--- config.mk ---
export PLATFORM = sky130hd
export DESIGN_NAME = link_event_logger
export DESIGN_NICKNAME = d
export VERILOG_FILES = /design/src/rtl/lel_pkg.sv /design/src/rtl/lel_timestamp.sv /design/src/rtl/lel_fifo.sv /design/src/rtl/lel_event_arb.sv /design/src/rtl/link_event_logger.sv
export SDC_FILE = /design/constraint.sdc
export NUM_CORES = 2
export LEC_CHECK = 0
export BUFFER_PORTS_ARGS = -buffer_cell sky130_fd_sc_hd__buf_4
export CORE_MARGIN = 2
export CORE_UTILIZATION = 45
export CTS_BUF_LIST = sky130_fd_sc_hd__clkbuf_16
export CTS_CLUSTER_SIZE = 12
export DETAILED_ROUTE_END_ITERATION = 16
export MAX_ROUTING_LAYER = met4
export SLEW_MARGIN = 20
export SYNTH_ARGS = -nofsm -noshare
export SYNTH_HDL_FRONTEND = slang
export SYNTH_SLANG_ARGS = --single-unit
export TNS_END_PERCENT = 20
--- constraint.sdc ---
create_clock -name clk -period 37.1 [get_ports clk]
set_input_delay 7.42 -clock clk [delete_from_list [all_inputs] [get_ports clk]]
set_output_delay 7.42 -clock clk [all_outputs]
set_load 0.05 [all_outputs]
--- src/rtl/lel_pkg.sv ---
package lel_pkg;
  localparam int DATA_W = 40;
  localparam int TS_W   = 48;
  localparam int ID_W   = 3;
  localparam int REC_W  = ID_W + TS_W + DATA_W;
  localparam int STOP_FREE = 2;

  typedef enum logic [ID_W-1:0] {
    EV_NONE  = 3'd0,
    EV_ERR   = 3'd1,
    EV_LOCK  = 3'd2,
    EV_LOST  = 3'd3,
    EV_FULL  = 3'd4,
    EV_READY = 3'd5
  } ev_id_e;

  typedef struct packed {
    ev_id_e              id;
    logic [TS_W-1:0]     ts;
    logic [DATA_W-1:0]   data;
  } rec_t;

  function automatic int free_slots(int depth, int used);
    return depth - used;
  endfunction

  function automatic bit halt_due(int free);
    return free <= STOP_FREE;
  endfunction

  function automatic bit resume_due(int free, int depth);
    return free >= depth / 4;
  endfunction

  function automatic rec_t make_rec(ev_id_e id, logic [TS_W-1:0] ts,
                                    logic [DATA_W-1:0] data);
    rec_t r;
    r.id   = id;
    r.ts   = ts;
    r.data = data;
    return r;
  endfunction
endpackage

--- src/rtl/lel_timestamp.sv ---
module lel_timestamp #(
  parameter int TS_W = 48
) (
  input  logic            clk,
  input  logic            rst_n,
  output logic [TS_W-1:0] ts
);
  always_ff @(posedge clk or negedge rst_n) begin
    if (!rst_n) ts <= '0;
    else        ts <= ts + 1'b1;
  end
endmodule

--- src/rtl/lel_fifo.sv ---
module lel_fifo #(
  parameter int DEPTH = 16,
  parameter int W     = 91,
  localparam int AW   = (DEPTH > 1) ? $clog2(DEPTH) : 1,
  localparam int CW   = $clog2(DEPTH + 1)
) (
  input  logic          clk,
  input  logic          rst_n,
  input  logic          wr_en,
  input  logic [W-1:0]  din,
  input  logic          rd_en,
  output logic [W-1:0]  dout,
  output logic [CW-1:0] count,
  output logic          empty,
  output logic          full
);
  logic [W-1:0]  mem [DEPTH];
  logic [AW-1:0] wr_ptr, rd_ptr;
  logic          do_wr, do_rd;

  function automatic logic [AW-1:0] bump(logic [AW-1:0] p);
    return (p == AW'(DEPTH - 1)) ? '0 : p + 1'b1;
  endfunction

  assign empty = (count == '0);
  assign full  = (count == CW'(DEPTH));
  assign do_wr = wr_en && !full;
  assign do_rd = rd_en && !empty;
  assign dout  = mem[rd_ptr];

  always_ff @(posedge clk) begin
    if (do_wr) mem[wr_ptr] <= din;
  end

  always_ff @(posedge clk or negedge rst_n) begin
    if (!rst_n) begin
      wr_ptr <= '0;
      rd_ptr <= '0;
      count  <= '0;
    end else begin
      if (do_wr) wr_ptr <= bump(wr_ptr);
      if (do_rd) rd_ptr <= bump(rd_ptr);
      case ({do_wr, do_rd})
        2'b10:   count <= count + 1'b1;
        2'b01:   count <= count - 1'b1;
        default: count <= count;
      endcase
    end
  end
endmodule

--- src/rtl/lel_event_arb.sv ---
module lel_event_arb
  import lel_pkg::*;
#(
  parameter int MAIN_DEPTH = 16,
  localparam int CW = $clog2(MAIN_DEPTH + 1)
) (
  input  logic              clk,
  input  logic              rst_n,
  input  logic              word_vld,
  input  logic [DATA_W-1:0] rx_word,
  input  logic [DATA_W-1:0] exp_word,
  input  logic              lock_in,
  input  logic              sig_loss,
  input  logic              clk_loss,
  input  logic [TS_W-1:0]   ts,
  input  logic [CW-1:0]     main_count,
  input  logic              rsv_full,
  output logic              main_wr,
  output rec_t              main_rec,
  output logic              rsv_wr,
  output rec_t              rsv_rec,
  output logic              recording
);
  logic              lost_q, lock_q, rec_q, rec_d;
  logic              lost_any, lost_evt, lock_evt;
  logic              err_cand, halt_cand, resume_cand;
  logic [DATA_W-1:0] diff;
  int                free;

  assign lost_any = sig_loss || clk_loss;
  assign lost_evt = lost_any && !lost_q;
  assign lock_evt = lock_in && !lock_q;
  assign diff     = rx_word ^ exp_word;
  assign free     = free_slots(MAIN_DEPTH, int'(main_count));

  assign err_cand    = word_vld && lock_in && !lost_any && (diff != '0) &&
                       rec_q && !halt_due(free);
  assign halt_cand   = rec_q && halt_due(free) && (free >= 1);
  assign resume_cand = !rec_q && resume_due(free, MAIN_DEPTH);

  assign rsv_wr  = lost_evt && !rsv_full;
  assign rsv_rec = make_rec(EV_LOST, ts, exp_word);

  always_comb begin
    main_wr  = 1'b0;
    main_rec = make_rec(EV_NONE, ts, exp_word);
    rec_d    = rec_q;
    if (lock_evt && free >= 1) begin
      main_wr  = 1'b1;
      main_rec = make_rec(EV_LOCK, ts, exp_word);
    end else if (halt_cand) begin
      main_wr  = 1'b1;
      main_rec = make_rec(EV_FULL, ts, exp_word);
      rec_d    = 1'b0;
    end else if (resume_cand) begin
      main_wr  = 1'b1;
      main_rec = make_rec(EV_READY, ts, exp_word);
      rec_d    = 1'b1;
    end else if (err_cand) begin
      main_wr  = 1'b1;
      main_rec = make_rec(EV_ERR, ts, diff);
    end
    if (rec_q && free == 0) rec_d = 1'b0;
  end

  always_ff @(posedge clk or negedge rst_n) begin
    if (!rst_n) begin
      lost_q <= 1'b0;
      lock_q <= 1'b0;
      rec_q  <= 1'b1;
    end else begin
      lost_q <= lost_any;
      lock_q <= lock_in;
      rec_q  <= rec_d;
    end
  end

  assign recording = rec_q;
endmodule

--- src/rtl/link_event_logger.sv ---
module link_event_logger
  import lel_pkg::*;
#(
  parameter int MAIN_DEPTH = 16,
  parameter int RSV_DEPTH  = 4,
  localparam int MCW = $clog2(MAIN_DEPTH + 1),
  localparam int RCW = $clog2(RSV_DEPTH + 1)
) (
  input  logic              clk,
  input  logic              rst_n,
  input  logic              word_vld,
  input  logic [DATA_W-1:0] rx_word,
  input  logic [DATA_W-1:0] exp_word,
  input  logic              lock_in,
  input  logic              sig_loss,
  input  logic              clk_loss,
  input  logic              rd_en,
  output logic              rec_vld,
  output logic [REC_W-1:0]  rec_out
);
  logic [TS_W-1:0]  ts_now;
  logic             main_wr, rsv_wr, recording;
  rec_t             main_rec, rsv_rec;
  logic [REC_W-1:0] main_dout, rsv_dout;
  logic [MCW-1:0]   main_cnt;
  logic [RCW-1:0]   rsv_cnt;
  logic             main_empty, main_full, rsv_empty, rsv_full;
  logic             main_rd, rsv_rd;
  logic [ID_W-1:0]  main_wr_id, rsv_wr_id;

  assign main_wr_id = main_rec.id;
  assign rsv_wr_id  = rsv_rec.id;

  lel_timestamp #(.TS_W(TS_W)) ts_i (
    .clk(clk), .rst_n(rst_n), .ts(ts_now)
  );

  lel_event_arb #(.MAIN_DEPTH(MAIN_DEPTH)) arb_i (
    .clk(clk), .rst_n(rst_n), .word_vld(word_vld), .rx_word(rx_word),
    .exp_word(exp_word), .lock_in(lock_in), .sig_loss(sig_loss),
    .clk_loss(clk_loss), .ts(ts_now), .main_count(main_cnt),
    .rsv_full(rsv_full), .main_wr(main_wr), .main_rec(main_rec),
    .rsv_wr(rsv_wr), .rsv_rec(rsv_rec), .recording(recording)
  );

  lel_fifo #(.DEPTH(MAIN_DEPTH), .W(REC_W)) main_q_i (
    .clk(clk), .rst_n(rst_n), .wr_en(main_wr), .din(main_rec),
    .rd_en(main_rd), .dout(main_dout), .count(main_cnt),
    .empty(main_empty), .full(main_full)
  );

  lel_fifo #(.DEPTH(RSV_DEPTH), .W(REC_W)) rsv_q_i (
    .clk(clk), .rst_n(rst_n), .wr_en(rsv_wr), .din(rsv_rec),
    .rd_en(rsv_rd), .dout(rsv_dout), .count(rsv_cnt),
    .empty(rsv_empty), .full(rsv_full)
  );

  assign rsv_rd  = rd_en && !rsv_empty;
  assign main_rd = rd_en && rsv_empty && !main_empty;
  assign rec_vld = !rsv_empty || !main_empty;
  assign rec_out = !rsv_empty ? rsv_dout : main_dout;
endmodule

==> metrics.md <==
| Metric | Value |
|---|---|
| Post-synth ARST share | `0.0378` |
| Clock tree sinks | `roughly 1900` |
| Post-layout nets | `around 4200` |
| Syn Inst Count | `about 3900` |
| Transition time at the pin with the least slew margin | `around 1200 ps` |
| Share of the clock period used by the worst path | `0.368` |
| DRC violation total after the first TritonRoute iteration | `roughly 4000` |
| Hold Fails Final Rpt | `0` |
| Data required, critical path | `~30000 ps` |
| Highest Clock Rate | `0.0733 GHz` |
| Clock transition time at the flip-flop clock pins of the worst setup and hold paths | `~60 ps` |
| Outcome | `complete, no violations` |
| Average detailed-routed wire length per instance | `just under 30 um` |
| Number of gates given a new drive strength after cts | `0` |
| Pre-Repair DR Iteration Count | `6` |
| Compound-cell area share of the yosys netlist | `0.0523` |
| Critical setup path kind | `flop to output port` |
| Largest buffer count on any clock path | `3` |
| Library cells used by synthesis | `62` |
| Maximum resistive drop on vdd | `0.0000631 V` |
| Min-Delay Path Class | `flop to flop` |
| Starting Density | `0.452` |
| Count of input and output buffers | `178` |
| Max-slew violation count | `0` |
| Number of levels the H-tree was split into | `4` |
| Vias/cell | `5.98` |
| Top_reg_cell synth | `sky130_fd_sc_hd__edfxtp_1` |
| Number of antenna violations at the first check in global routing | `7` |
| Fraction of the mapped netlist area in adder cells | `0.00364` |
| Cell at the root of the clock tree | `sky130_fd_sc_hd__clkbuf_16` |
| Maximum number of pins on one net before global-route repair | `between 100 and 150` |
| Sum of net half-perimeters after detailed placement | `104000 um` |
| Crit path time final | `13640 ps` |
| Number of flip-flops and latches in the synthesized netlist | `roughly 1900` |
| Final setup skew | `approximately 58 ps` |
| Max-slew headroom at the worst pin | `0.210` |
| Xor-xnor portion of the synthesized cell area | `0.0164` |
| Netlist Area Pre-Place | `74300 um2` |
| Synth warn | `0` |
| Placer's final routability congestion estimate | `0.767` |
| Setup crit start kind | `flop` |
| EDFF count, synth | `1808` |
| Combinational family with the most area after synthesis | `multiplexers` |
| TritonCTS clock tree | `built` |
| Power density of the placed cells | `~76 nW/um2` |
| Standby leakage power | `26.8 nW` |
| Post-route antenna net violation count | `0` |
| Die Footprint | `between 150000 and 200000 um2` |
| Mapped Nets | `~4000` |
| Global-route usage over all layers | `0.237` |
| DRC errors left | `0` |
| Area overhead of the layout relative to synthesis | `13.4%` |
| Number of global-route vias before repair | `39200` |
| Die height | `slightly above 400 um` |
| Final-layout setup total negative slack | `0 ps` |
| Skew-Pair Late Insertion Delay | `840 ps` |
| Max Cap Violations | `0` |
| Setup repair after global routing missed its margin | `false` |
| Cts bufs inserted | `190` |
| Simple-Gate Fraction of Synth Area | `0.0255` |
| Setup-failing EPs final | `0` |
| Multiplexer share of the synthesized area | `0.133` |
| Final routed wirelength across all metal layers | `between 150000 and 200000 um` |
| Global-route wire length before repair | `roughly 280000 um` |
| Via Count | `38600` |
| Residual overflow from global routing | `0` |
| Row cnt | `roughly 150` |
| Fraction of final layout cells with drive strength greater than 1 | `0.221` |
| Largest fanout on the critical path | `126` |
| Total I/O pin count | `179` |
| Core area | `roughly 160000 um2` |
| Syn avg cell area | `around 19 um2` |
| Sequential share of the synthesized area | `0.754` |
| Fillers | `roughly 13000` |
| CTS hold repair buffers | `0` |
| Total setup buffers inserted after CTS | `0` |
| Critical path endpoint category | `output port` |
| Final hold slack | `a little over 500 ps` |
| Overall die width | `between 400 and 500 um` |
| Arrival time of the worst setup path | `~6200 ps` |
==> worst paths after layout <==
kind | from | endpoint | slack (ps) | depth (start not counted)
min reg2reg | rsv_q_i.count[0]$_DFFE_PN0P_ | rsv_q_i.count[0]$_DFFE_PN0P_ | 520 | 1
min in group asynchronous | rst_n | ts_i.ts[6]$_DFF_PN0_ | 6500 | 1
max | main_q_i.rd_ptr[0]$_DFFE_PN0P_ | rec_out[64] | 23460 | 10
min | rsv_q_i.count[0]$_DFFE_PN0P_ | rsv_q_i.count[0]$_DFFE_PN0P_ | 520 | 1
max reg2reg | main_q_i.count[0]$_DFFE_PN0P_ | main_q_i.mem[9][53]$_DFFE_PP_ | 30950 | 13
max in group asynchronous | rst_n | rsv_q_i.rd_ptr[1]$_DFFE_PN0P_ | 29250 | 2
==> worst max-delay path, stage by stage, from the launching register on <==
cell and delay, ps:
sky130_fd_sc_hd__dfrtp_4 1080, sky130_fd_sc_hd__buf_12 760, sky130_fd_sc_hd__buf_12 460, sky130_fd_sc_hd__buf_16 470
sky130_fd_sc_hd__buf_4 810, sky130_fd_sc_hd__mux2_2 300, sky130_fd_sc_hd__a21oi_1 60, sky130_fd_sc_hd__o21ai_0 150
sky130_fd_sc_hd__o22ai_1 150, sky130_fd_sc_hd__o31ai_1 630, sky130_fd_sc_hd__buf_4 330
==> through the flow <==
| step | cells | instance area (um2) | power [W] | worst slack (ps) | utilization |
|---|---|---|---|---|---|
| global placement | 6105 | 78400 | 0.00473 | 23790 | 0.477 |
| detailed placement | 6105 | 78400 | 0.00474 | 23840 | 0.477 |
| finish | 6452 | 84300 | 0.00642 | 23460 | 0.513 |
| floorplan | 3859 | 74300 | 0.00406 | 18760 | - |
| global route | 6451 | 84300 | 0.00668 | 22920 | 0.513 |
| CTS | 6445 | 84100 | 0.00649 | 22890 | 0.511 |
==> area by class of cell <==
type                       count  area [um2]  area share
antenna                        6        15.0    0.000178
clock buffer                 194        4850      0.0576
clock inverter               146         813     0.00965
inverter                      23        86.3     0.00102
multi-input combinational   1738       17600       0.208
sequential                  1879       56100       0.665
tap                         2189        2740      0.0325
timing repair buffer         277        2160      0.0256
==> report_power, final <==
group          leakage, nW  switching [W]  internal [W]
logic                 7.36        0.00133      0.000672
clock network         3.04       0.000792      0.000956
registers             16.4       0.000107       0.00256
total                 26.8        0.00223       0.00419
==> state kept, by name (all words and copies together), names as in the netlist <==
register	cells
rsv_q_i.count	3
main_q_i.rd_ptr	4
main_q_i.mem	1456
main_q_i.count	5
arb_i.lock_q	1
arb_i.lost_q	1
rsv_q_i.mem	352
rsv_q_i.rd_ptr	2
ts_i.ts	48
rsv_q_i.wr_ptr	2
arb_i.recording	1
main_q_i.wr_ptr	4
==> metal layers <==
| layer | global-route usage | vias up | share of wire |
|---|---|---|---|
| li1 | - | 16300 | - |
| met4 | 0.0685 | 0 | 0.026 |
| met5 | - | - | 0 |
| met2 | 0.374 | 1289 | 0.48 |
| met1 | 0.321 | 20700 | 0.43 |
| met3 | 0.0361 | 259 | 0.062 |
==> cell usage after synthesis (3+ instances only) <==
master	n	area, um2
sky130_fd_sc_hd__edfxtp_1	1808	54300
sky130_fd_sc_hd__mux4_2	273	6150
sky130_fd_sc_hd__mux2i_1	270	2700
sky130_fd_sc_hd__nand2_1	133	499
sky130_fd_sc_hd__xnor2_1	119	1040
sky130_fd_sc_hd__clkbuf_1	118	443
sky130_fd_sc_hd__o21ai_0	104	521
sky130_fd_sc_hd__a21oi_1	94	470
sky130_fd_sc_hd__mux2_2	94	1060
sky130_fd_sc_hd__o31ai_1	90	676
sky130_fd_sc_hd__a21boi_0	89	668
sky130_fd_sc_hd__o221ai_1	88	771
sky130_fd_sc_hd__o22ai_1	88	551
sky130_fd_sc_hd__dfrtp_1	70	1750
sky130_fd_sc_hd__buf_2	69	345
sky130_fd_sc_hd__nand3_1	65	325
sky130_fd_sc_hd__and3_1	45	282
sky130_fd_sc_hd__nand4_1	28	175
sky130_fd_sc_hd__inv_1	23	86.3
sky130_fd_sc_hd__ha_1	20	250
sky130_fd_sc_hd__nor2_1	20	75.1
sky130_fd_sc_hd__xor2_1	18	158
sky130_fd_sc_hd__buf_1	15	56.3
sky130_fd_sc_hd__buf_4	13	97.6
sky130_fd_sc_hd__nor3_1	13	65.1
sky130_fd_sc_hd__and2_1	11	68.8
sky130_fd_sc_hd__nor3_2	11	110
sky130_fd_sc_hd__nor4_1	9	56.3
sky130_fd_sc_hd__nor2b_1	7	43.8
sky130_fd_sc_hd__or3_1	5	31.3
sky130_fd_sc_hd__o211ai_1	4	30.0
sky130_fd_sc_hd__a22oi_1	3	22.5
sky130_fd_sc_hd__buf_6	3	33.8
sky130_fd_sc_hd__nand2b_1	3	18.8
sky130_fd_sc_hd__nor4b_1	3	26.3
==> cells in the final DEF (no fill, tap or decap), types with 28 or more instances in the layout <==
cell type                   count
sky130_fd_sc_hd__xnor2_2       29
sky130_fd_sc_hd__nand2_1      131
sky130_fd_sc_hd__a21oi_1       94
sky130_fd_sc_hd__mux4_2       273
sky130_fd_sc_hd__o31ai_1       88
sky130_fd_sc_hd__buf_4        270
sky130_fd_sc_hd__mux2_2        94
sky130_fd_sc_hd__o21ai_0      104
sky130_fd_sc_hd__mux2i_1      270
sky130_fd_sc_hd__inv_1         99
sky130_fd_sc_hd__and3_1        45
sky130_fd_sc_hd__nand3_1       64
sky130_fd_sc_hd__o22ai_1       88
sky130_fd_sc_hd__clkbuf_16    194
sky130_fd_sc_hd__xnor2_1       90
sky130_fd_sc_hd__o221ai_1      88
sky130_fd_sc_hd__a21boi_0      89
sky130_fd_sc_hd__clkinv_1      43
sky130_fd_sc_hd__nand4_1       28
sky130_fd_sc_hd__edfxtp_1    1808
sky130_fd_sc_hd__dfrtp_1       64
==> logic make-up after synthesis <==
family | after synthesis
compound gates | 578
fa+ha+maj | 21
buf+inv | 242
mux | 637
simple gates | 364
flops | 1879
xor+xnor | 138
No activity file was read; power rests on OpenSTA's default activity.
